`src/rtl/mwire_eeprom_pkg.sv`:
```
package mwire_eeprom_pkg;

  typedef enum logic [2:0] {
    ST_IDLE,
    ST_WAIT,
    ST_CMD,
    ST_READ,
    ST_WRITE,
    ST_FILL
  } eeState_t;

  typedef struct packed {
    logic clearRegs;
    logic shiftIn;
    logic loadRead;
    logic shiftOut;
    logic latchAddr;
    logic commitOne;
    logic commitAll;
    logic setWel;
    logic clrWel;
  } eeStrobe_t;

  localparam logic [1:0] OP_EXT   = 2'b00;
  localparam logic [1:0] OP_WRITE = 2'b01;
  localparam logic [1:0] OP_READ  = 2'b10;

  localparam logic [1:0] EXT_WDIS = 2'b00;
  localparam logic [1:0] EXT_FILL = 2'b01;
  localparam logic [1:0] EXT_WEN  = 2'b11;

endpackage

```
`src/rtl/mwire_eeprom_ctrl.sv`:
```
module mwire_eeprom_ctrl
  import mwire_eeprom_pkg::*;
#(
  parameter int DATA_W = 16,
  parameter int CMD_W  = 8,
  parameter int CNT_W  = 5
) (
  input  logic             clk,
  input  logic             rstN,
  input  logic             csRise,
  input  logic             bitEdge,
  input  logic             dinBit,
  input  logic [3:0]       cmdCode,
  output eeState_t         state,
  output logic [CNT_W-1:0] bitCnt,
  output eeStrobe_t        strobe
);

  localparam logic [CNT_W-1:0] CMD_LAST  = CNT_W'(CMD_W - 1);
  localparam logic [CNT_W-1:0] DATA_LAST = CNT_W'(DATA_W - 1);

  eeState_t         stateNext;
  logic [CNT_W-1:0] cntNext;
  logic [1:0]       opCode;
  logic [1:0]       extCode;

  assign opCode  = cmdCode[3:2];
  assign extCode = cmdCode[1:0];

  always_comb begin
    stateNext = state;
    cntNext   = bitCnt;
    strobe    = '0;
    if (csRise) begin
      strobe.clearRegs = 1'b1;
      stateNext        = ST_WAIT;
      cntNext          = '0;
    end else if (bitEdge) begin
      unique case (state)
        ST_WAIT: begin
          if (dinBit) begin
            stateNext = ST_CMD;
            cntNext   = '0;
          end
        end
        ST_CMD: begin
          strobe.shiftIn = 1'b1;
          cntNext        = bitCnt + 1'b1;
          if (bitCnt == CMD_LAST) begin
            cntNext = '0;
            unique case (opCode)
              OP_READ: begin
                strobe.loadRead  = 1'b1;
                strobe.latchAddr = 1'b1;
                stateNext        = ST_READ;
              end
              OP_WRITE: begin
                strobe.latchAddr = 1'b1;
                stateNext        = ST_WRITE;
              end
              OP_EXT: begin
                stateNext = ST_IDLE;
                unique case (extCode)
                  EXT_WEN:  strobe.setWel = 1'b1;
                  EXT_WDIS: strobe.clrWel = 1'b1;
                  EXT_FILL: stateNext     = ST_FILL;
                  default:  stateNext     = ST_IDLE;
                endcase
              end
              default: stateNext = ST_IDLE;
            endcase
          end
        end
        ST_READ: begin
          strobe.shiftOut = 1'b1;
          cntNext         = bitCnt + 1'b1;
          if (bitCnt == DATA_LAST) begin
            cntNext   = '0;
            stateNext = ST_WAIT;
          end
        end
        ST_WRITE: begin
          strobe.shiftIn = 1'b1;
          cntNext        = bitCnt + 1'b1;
          if (bitCnt == DATA_LAST) begin
            strobe.commitOne = 1'b1;
            cntNext          = '0;
            stateNext        = ST_IDLE;
          end
        end
        ST_FILL: begin
          strobe.shiftIn = 1'b1;
          cntNext        = bitCnt + 1'b1;
          if (bitCnt == DATA_LAST) begin
            strobe.commitAll = 1'b1;
            cntNext          = '0;
            stateNext        = ST_WAIT;
          end
        end
        default: stateNext = ST_IDLE;
      endcase
    end
  end

  always_ff @(posedge clk) begin
    if (!rstN) begin
      state  <= ST_IDLE;
      bitCnt <= '0;
    end else begin
      state  <= stateNext;
      bitCnt <= cntNext;
    end
  end

endmodule

```
`src/rtl/mwire_eeprom_dp.sv`:
```
module mwire_eeprom_dp
  import mwire_eeprom_pkg::*;
#(
  parameter int          ADDR_W   = 6,
  parameter int          DATA_W   = 16,
  parameter int          DEPTH    = 64,
  parameter int          CMD_W    = 8,
  parameter logic [15:0] ID_WORD0 = 16'h8129,
  parameter logic [15:0] ID_WORD1 = 16'h10EC,
  parameter logic [15:0] ID_WORD2 = 16'h8139,
  parameter logic [47:0] STATION  = 48'h1413_122A_1400
) (
  input  logic                          clk,
  input  logic                          rstN,
  input  logic                          dinBit,
  input  eeStrobe_t                     strobe,
  output logic [3:0]                    cmdCode,
  output logic                          doBit,
  output logic                          wel,
  output logic [DATA_W-1:0]             inShift,
  output logic [DEPTH-1:0][DATA_W-1:0]  memArr
);

  logic [DATA_W-1:0] shiftNext;
  logic [DATA_W-1:0] outReg;
  logic [ADDR_W-1:0] addrQ;
  logic [ADDR_W-1:0] cmdAddr;
  logic [DEPTH-1:0]  wordWe;

  function automatic logic [DATA_W-1:0] initWord(input int idx);
    case (idx)
      0:       return DATA_W'(ID_WORD0);
      1:       return DATA_W'(ID_WORD1);
      2:       return DATA_W'(ID_WORD2);
      7:       return DATA_W'(STATION[15:0]);
      8:       return DATA_W'(STATION[31:16]);
      9:       return DATA_W'(STATION[47:32]);
      default: return '0;
    endcase
  endfunction

  assign shiftNext = {inShift[DATA_W-2:0], dinBit};
  assign cmdAddr   = shiftNext[ADDR_W-1:0];
  assign cmdCode   = {shiftNext[CMD_W-1 -: 2], shiftNext[ADDR_W-1 -: 2]};

  for (genvar w = 0; w < DEPTH; w++) begin : g_we
    assign wordWe[w] = wel & (strobe.commitAll |
                              (strobe.commitOne & (addrQ == ADDR_W'(w))));
  end

  always_ff @(posedge clk) begin
    if (!rstN) begin
      inShift <= '0;
      outReg  <= '0;
      doBit   <= 1'b0;
      addrQ   <= '0;
      wel     <= 1'b0;
    end else begin
      if (strobe.clearRegs) begin
        inShift <= '0;
        outReg  <= '0;
        doBit   <= 1'b0;
      end else begin
        if (strobe.shiftIn) inShift <= shiftNext;
        if (strobe.loadRead) begin
          outReg <= memArr[cmdAddr];
          doBit  <= 1'b0;
        end else if (strobe.shiftOut) begin
          doBit  <= outReg[DATA_W-1];
          outReg <= {outReg[DATA_W-2:0], 1'b0};
        end
      end
      if (strobe.latchAddr) addrQ <= cmdAddr;
      if (strobe.setWel) wel <= 1'b1;
      else if (strobe.clrWel) wel <= 1'b0;
    end
  end

  always_ff @(posedge clk) begin
    for (int i = 0; i < DEPTH; i++) begin
      if (!rstN) memArr[i] <= initWord(i);
      else if (wordWe[i]) memArr[i] <= shiftNext;
    end
  end

endmodule

```
`src/rtl/mwire_eeprom.sv`:
```
module mwire_eeprom
  import mwire_eeprom_pkg::*;
#(
  parameter int          ADDR_W   = 6,
  parameter int          DATA_W   = 16,
  parameter logic [15:0] ID_WORD0 = 16'h8129,
  parameter logic [15:0] ID_WORD1 = 16'h10EC,
  parameter logic [15:0] ID_WORD2 = 16'h8139,
  parameter logic [47:0] STATION  = 48'h1413_122A_1400
) (
  input  logic clk,
  input  logic rstN,
  input  logic selIn,
  input  logic sclkIn,
  input  logic dinIn,
  output logic doutOut
);

  localparam int DEPTH = 1 << ADDR_W;
  localparam int CMD_W = ADDR_W + 2;
  localparam int CNT_W = $clog2(DATA_W + 1);

  logic                         csQ;
  logic                         skQ;
  logic                         csRise;
  logic                         bitEdge;
  logic                         doBit;
  logic                         wel;
  logic [3:0]                   cmdCode;
  logic [CNT_W-1:0]             bitCnt;
  logic [DATA_W-1:0]            inShift;
  logic [DEPTH-1:0][DATA_W-1:0] memArr;
  eeState_t                     state;
  eeStrobe_t                    strobe;

  always_ff @(posedge clk) begin
    if (!rstN) begin
      csQ <= 1'b0;
      skQ <= 1'b0;
    end else begin
      csQ <= selIn;
      skQ <= sclkIn;
    end
  end

  assign csRise  = selIn & ~csQ;
  assign bitEdge = selIn & sclkIn & ~skQ & ~csRise;
  assign doutOut = selIn & doBit;

  mwire_eeprom_ctrl #(
    .DATA_W(DATA_W), .CMD_W(CMD_W), .CNT_W(CNT_W)
  ) ctrl_i (
    .clk(clk), .rstN(rstN), .csRise(csRise), .bitEdge(bitEdge),
    .dinBit(dinIn), .cmdCode(cmdCode), .state(state),
    .bitCnt(bitCnt), .strobe(strobe)
  );

  mwire_eeprom_dp #(
    .ADDR_W(ADDR_W), .DATA_W(DATA_W), .DEPTH(DEPTH), .CMD_W(CMD_W),
    .ID_WORD0(ID_WORD0), .ID_WORD1(ID_WORD1), .ID_WORD2(ID_WORD2),
    .STATION(STATION)
  ) dp_i (
    .clk(clk), .rstN(rstN), .dinBit(dinIn), .strobe(strobe),
    .cmdCode(cmdCode), .doBit(doBit), .wel(wel),
    .inShift(inShift), .memArr(memArr)
  );

endmodule

```
`config.mk`:
```
export PLATFORM = sky130hd
export DESIGN_NAME = mwire_eeprom
export DESIGN_NICKNAME = d
export VERILOG_FILES = /design/src/rtl/mwire_eeprom_pkg.sv /design/src/rtl/mwire_eeprom_ctrl.sv /design/src/rtl/mwire_eeprom_dp.sv /design/src/rtl/mwire_eeprom.sv
export SDC_FILE = /design/constraint.sdc
export NUM_CORES = 2
export LEC_CHECK = 0
export ABC_AREA = 1
export BUFFER_PORTS_ARGS = -buffer_cell sky130_fd_sc_hd__clkbuf_2
export CELL_PAD_IN_SITES_DETAIL_PLACEMENT = 0
export CELL_PAD_IN_SITES_GLOBAL_PLACEMENT = 2
export CORE_UTILIZATION = 35
export CTS_BUF_LIST = sky130_fd_sc_hd__clkbuf_2 sky130_fd_sc_hd__clkbuf_4 sky130_fd_sc_hd__clkbuf_8
export DETAILED_ROUTE_END_ITERATION = 8
export PLACE_DENSITY_LB_ADDON = 0.1
export RECOVER_POWER = 100
export SYNTH_ARGS = -nofsm -noshare
export SYNTH_HDL_FRONTEND = slang
export SYNTH_SLANG_ARGS = --single-unit
```
`constraint.sdc`:
```
create_clock -name clk -period 2.2 [get_ports clk]
set_input_delay 0.22 -clock clk [delete_from_list [all_inputs] [get_ports clk]]
set_output_delay 0.22 -clock clk [all_outputs]
set_load 0.02 [all_outputs]
```
==> metrics.yaml <==
worst_setup_path:
  r2r_cells: 14
  critical_path.startpoint_type: "flop"
  worst-setup-path-type: "reg2reg"
  end_kind: "flop"
  r2r_start: "ctrl_i.bitCnt[1]$_SDFFE_PP0P_"
  crit_fanout: 8
  rrSetupSlack_ns: -0.04
  r2r-end: "dp_i.memArr[673]$_SDFFE_PN0P_"
  critPathRequiredTime_ns: 2.98
  cp.arrival_ns: 3.02
timing:
  finalHoldViolations: 0
  holdWs_ns: 0.259
  fin_ws_ns: -0.0401
  rsz0062_at_grt: "true"
  slew_headroom_pct: 25.5
  timing.final.max_slew_violations: 0
  skew_ns: 0.0440
  min_period_ns: 2.24
  fmax_mhz: 446
  fin_tns_setup_ns: -0.556
  worstMarginPinSlew_ns: 1.11
  setup_viol: 55
  period_share_pct: 102
logic_synthesis:
  synthesis.area_mm2: 0.0470
  ys_types: 37
  yosys_warnings: 0
  syn_area_per_cell_um2: 7.17
  synthCells: 6552
  ys_ff_latch: 1073
  synth_fp_nets: 6562
  seq_area_frac_synth_pct: 45.7
global_routing:
  antenna_found_initial: 9
  grtUsageTotal_pct: 25.2
  grt_start_max_net_pins: 146
  grt_pass1_vias: 41600
  grt_first_pass_wirelength_mm: 264
  grt_overflow: 0
status:
  status: "finished with violations"
  violations: "negative setup slack"
worst_hold_path:
  holdCritStartpoint: "sclkIn"
  min_to: "skQ$_SDFF_PN0_"
  hold_class: "in2reg"
  hold-path-cell-count: 4
floorplan:
  core_area_mm2: 0.133
  die_h_um: 368
  io_pins: 6
  fp-row-count: 134
  die_x_um: 368
  initial_core_util_pct: 35.2
  die_area_mm2: 0.136
power_and_ir_drop:
  p_total_mw: 41.2
  power_density_mw_per_mm2: 699
  irDropWorstVdd_mv: 0.546
  leakagePower_nw: 22.7
layout:
  fillCellCount: 13800
  nets: 6661
  final_layout_size_suffix_gt1_share_pct: 16.8
  fin_cells: 8565
  seqCellArea_mm2: 0.0215
  syn2layout_area_growth_pct: 25.4
  fin_area_mm2: 0.0589
  mostFrequentLayoutCells: "1055 x dfxtp_1, 1025 x o21ai_0, 939 x a21oi_1, 798 x nor2_1, 456 x nand2_1"
  final_common_cell: "dfxtp_1"
  multi_input_area_mm2: 0.0218
  utilization_pct: 44.2
clock_tree:
  clk_path_buf_depth: 3
  h-tree-depth: 4
  root_buffer: "clkbuf_8"
  cts_num_sinks: 1073
  clk_latency_ns: 0.92
  cts_tree: "built"
  clk_pin_slew_ns: 0.06
  numCtsBuffers: 197
drt:
  dr.pass1.iters: 6
  drc: 0
  detail-route-antenna-nets: 0
  avgRoutedWirePerCell_um: 21.5
  drtIter0Drc: 3677
  vias_per_cell: 5.25
  wirelength_mm: 184
  via_count: 45000
place:
  pre_cts_slack_ns: -0.368
  dp_hpwl_mm: 110
  dp.cells: 8132
  place_area_mm2: 0.0520
  gp_congestion: 0.858
  portBuffers: 5
job:
  maxCapViolations: 0
cell type report:
| cell class | count | share of cell area (%) |
|---|---|---|
| Antenna cell | 4 | 0.0170 |
| Sequential cell | 1073 | 36.5 |
| Clock inverter | 16 | 0.234 |
| Tap cell | 1768 | 3.75 |
| Inverter | 501 | 3.47 |
| Clock buffer | 325 | 6.59 |
| Multi-Input combinational cell | 4358 | 37.0 |
| Timing Repair Buffer | 520 | 12.4 |
per-layer routing:
| metal | GRT usage (%) | vias up | share of wire, % |
|---|---|---|---|
| met4 | 8.10 | 2 | 2.8 |
| met3 | 3.38 | 268 | 4.4 |
| met5 | 0 | - | 0.0060 |
| li1 | - | 22400 | - |
| met1 | 35.2 | 21300 | 48 |
| met2 | 39.9 | 975 | 44 |
critical path, cell delays in order (launching register included):
cell     delay [ns]
dfxtp_2        0.35
ha_4           0.15
nand2_4        0.05
nor2_4         0.11
ha_4           0.16
nand2_4        0.06
nor2_8         0.13
nand3_4        0.16
buf_16         0.21
o21ai_2        0.12
nand2_2        0.12
buf_12         0.19
buf_12         0.13
o21ai_2        0.12
nor2_1         0.06
cells in the mapped netlist, drive strengths merged:
| cell type | n | area [um2] |
|---|---|---|
| o21bai | 1 | 7.51 |
| ha | 5 | 62.6 |
| nand2 | 518 | 2000 |
| a211oi | 2 | 15.0 |
| a21oi | 953 | 4770 |
| clkinv | 8 | 31.3 |
| inv | 493 | 1850 |
| nand3b | 1 | 7.51 |
| clkbuf | 419 | 1570 |
| o21ai | 1406 | 7060 |
| nand3 | 402 | 2030 |
| nand4 | 2 | 27.5 |
| buf | 201 | 1060 |
| o211ai | 178 | 1340 |
| nor2 | 820 | 3100 |
| nor3 | 4 | 20.0 |
| or2 | 1 | 6.26 |
| o22ai | 16 | 100 |
| xor2 | 1 | 8.76 |
| a31oi | 1 | 6.26 |
| o221ai | 46 | 403 |
| o21a | 1 | 7.51 |
| dfxtp | 1073 | 21500 |
kinds of logic (layout without fill, tap and decap cells):
family,Yosys count,in the layout,synth area share (%)
compound gates,2604,2604,29.2
xor+xnor,1,1,0.0187
fa+ha+maj,5,5,0.133
buf+inv,1121,1362,9.61
flops,1073,1073,45.7
other cells,0,4,0
simple gates,1748,1748,15.3
registers in the layout, indices dropped and copies added (netlist names):
register and count:
skQ 1, dp_i.memArr 1024, dp_i.addrQ 6, csQ 1
ctrl_i.bitCnt 5, ctrl_i.state 3, dp_i.inShift 15, dp_i.wel 1
dp_i.outReg 16, dp_i.doBit 1
how the worst max path moves through the flow:
| stage | cells past startpoint | slack, ns | endpoint | startpoint |
|---|---|---|---|---|
| 3_5_place_dp | 14 | -0.37 | dp_i.memArr[747]$_SDFFE_PN0P_ | ctrl_i.bitCnt[0]$_SDFFE_PP0P_ |
| 3_3_place_gp | 14 | -0.34 | dp_i.memArr[738]$_SDFFE_PN0P_ | ctrl_i.bitCnt[0]$_SDFFE_PP0P_ |
| 5_1_grt | 16 | -0.11 | dp_i.memArr[818]$_SDFFE_PN0P_ | ctrl_i.bitCnt[1]$_SDFFE_PP0P_ |
| 2_1_floorplan | 13 | 0.05 | dp_i.memArr[475]$_SDFFE_PN0P_ | ctrl_i.bitCnt[0]$_SDFFE_PP0P_ |
| 4_1_cts | 14 | -0.11 | dp_i.memArr[674]$_SDFFE_PN0P_ | ctrl_i.bitCnt[0]$_SDFFE_PP0P_ |
| 6_report | 14 | -0.04 | dp_i.memArr[673]$_SDFFE_PN0P_ | ctrl_i.bitCnt[1]$_SDFFE_PP0P_ |
what timing repair did:
item                       in CTS  in global routing
buffers inserted                5                 17
gates cloned                    3                 60
hold buffers                    5                  0
setup endpoints to repair     846                988
resized for setup             100                432
hold endpoints to repair      358                  0
pin swaps                      12                 50
power breakdown:
group	switching (mW)	leakage, nW	internal [mW]	total, mW
clock network	8.69	2.16	11.1	19.8
registers	0.00292	8.65	19.4	19.4
logic	1.25	11.9	0.648	1.90
Power figures use the tool's default switching activity.
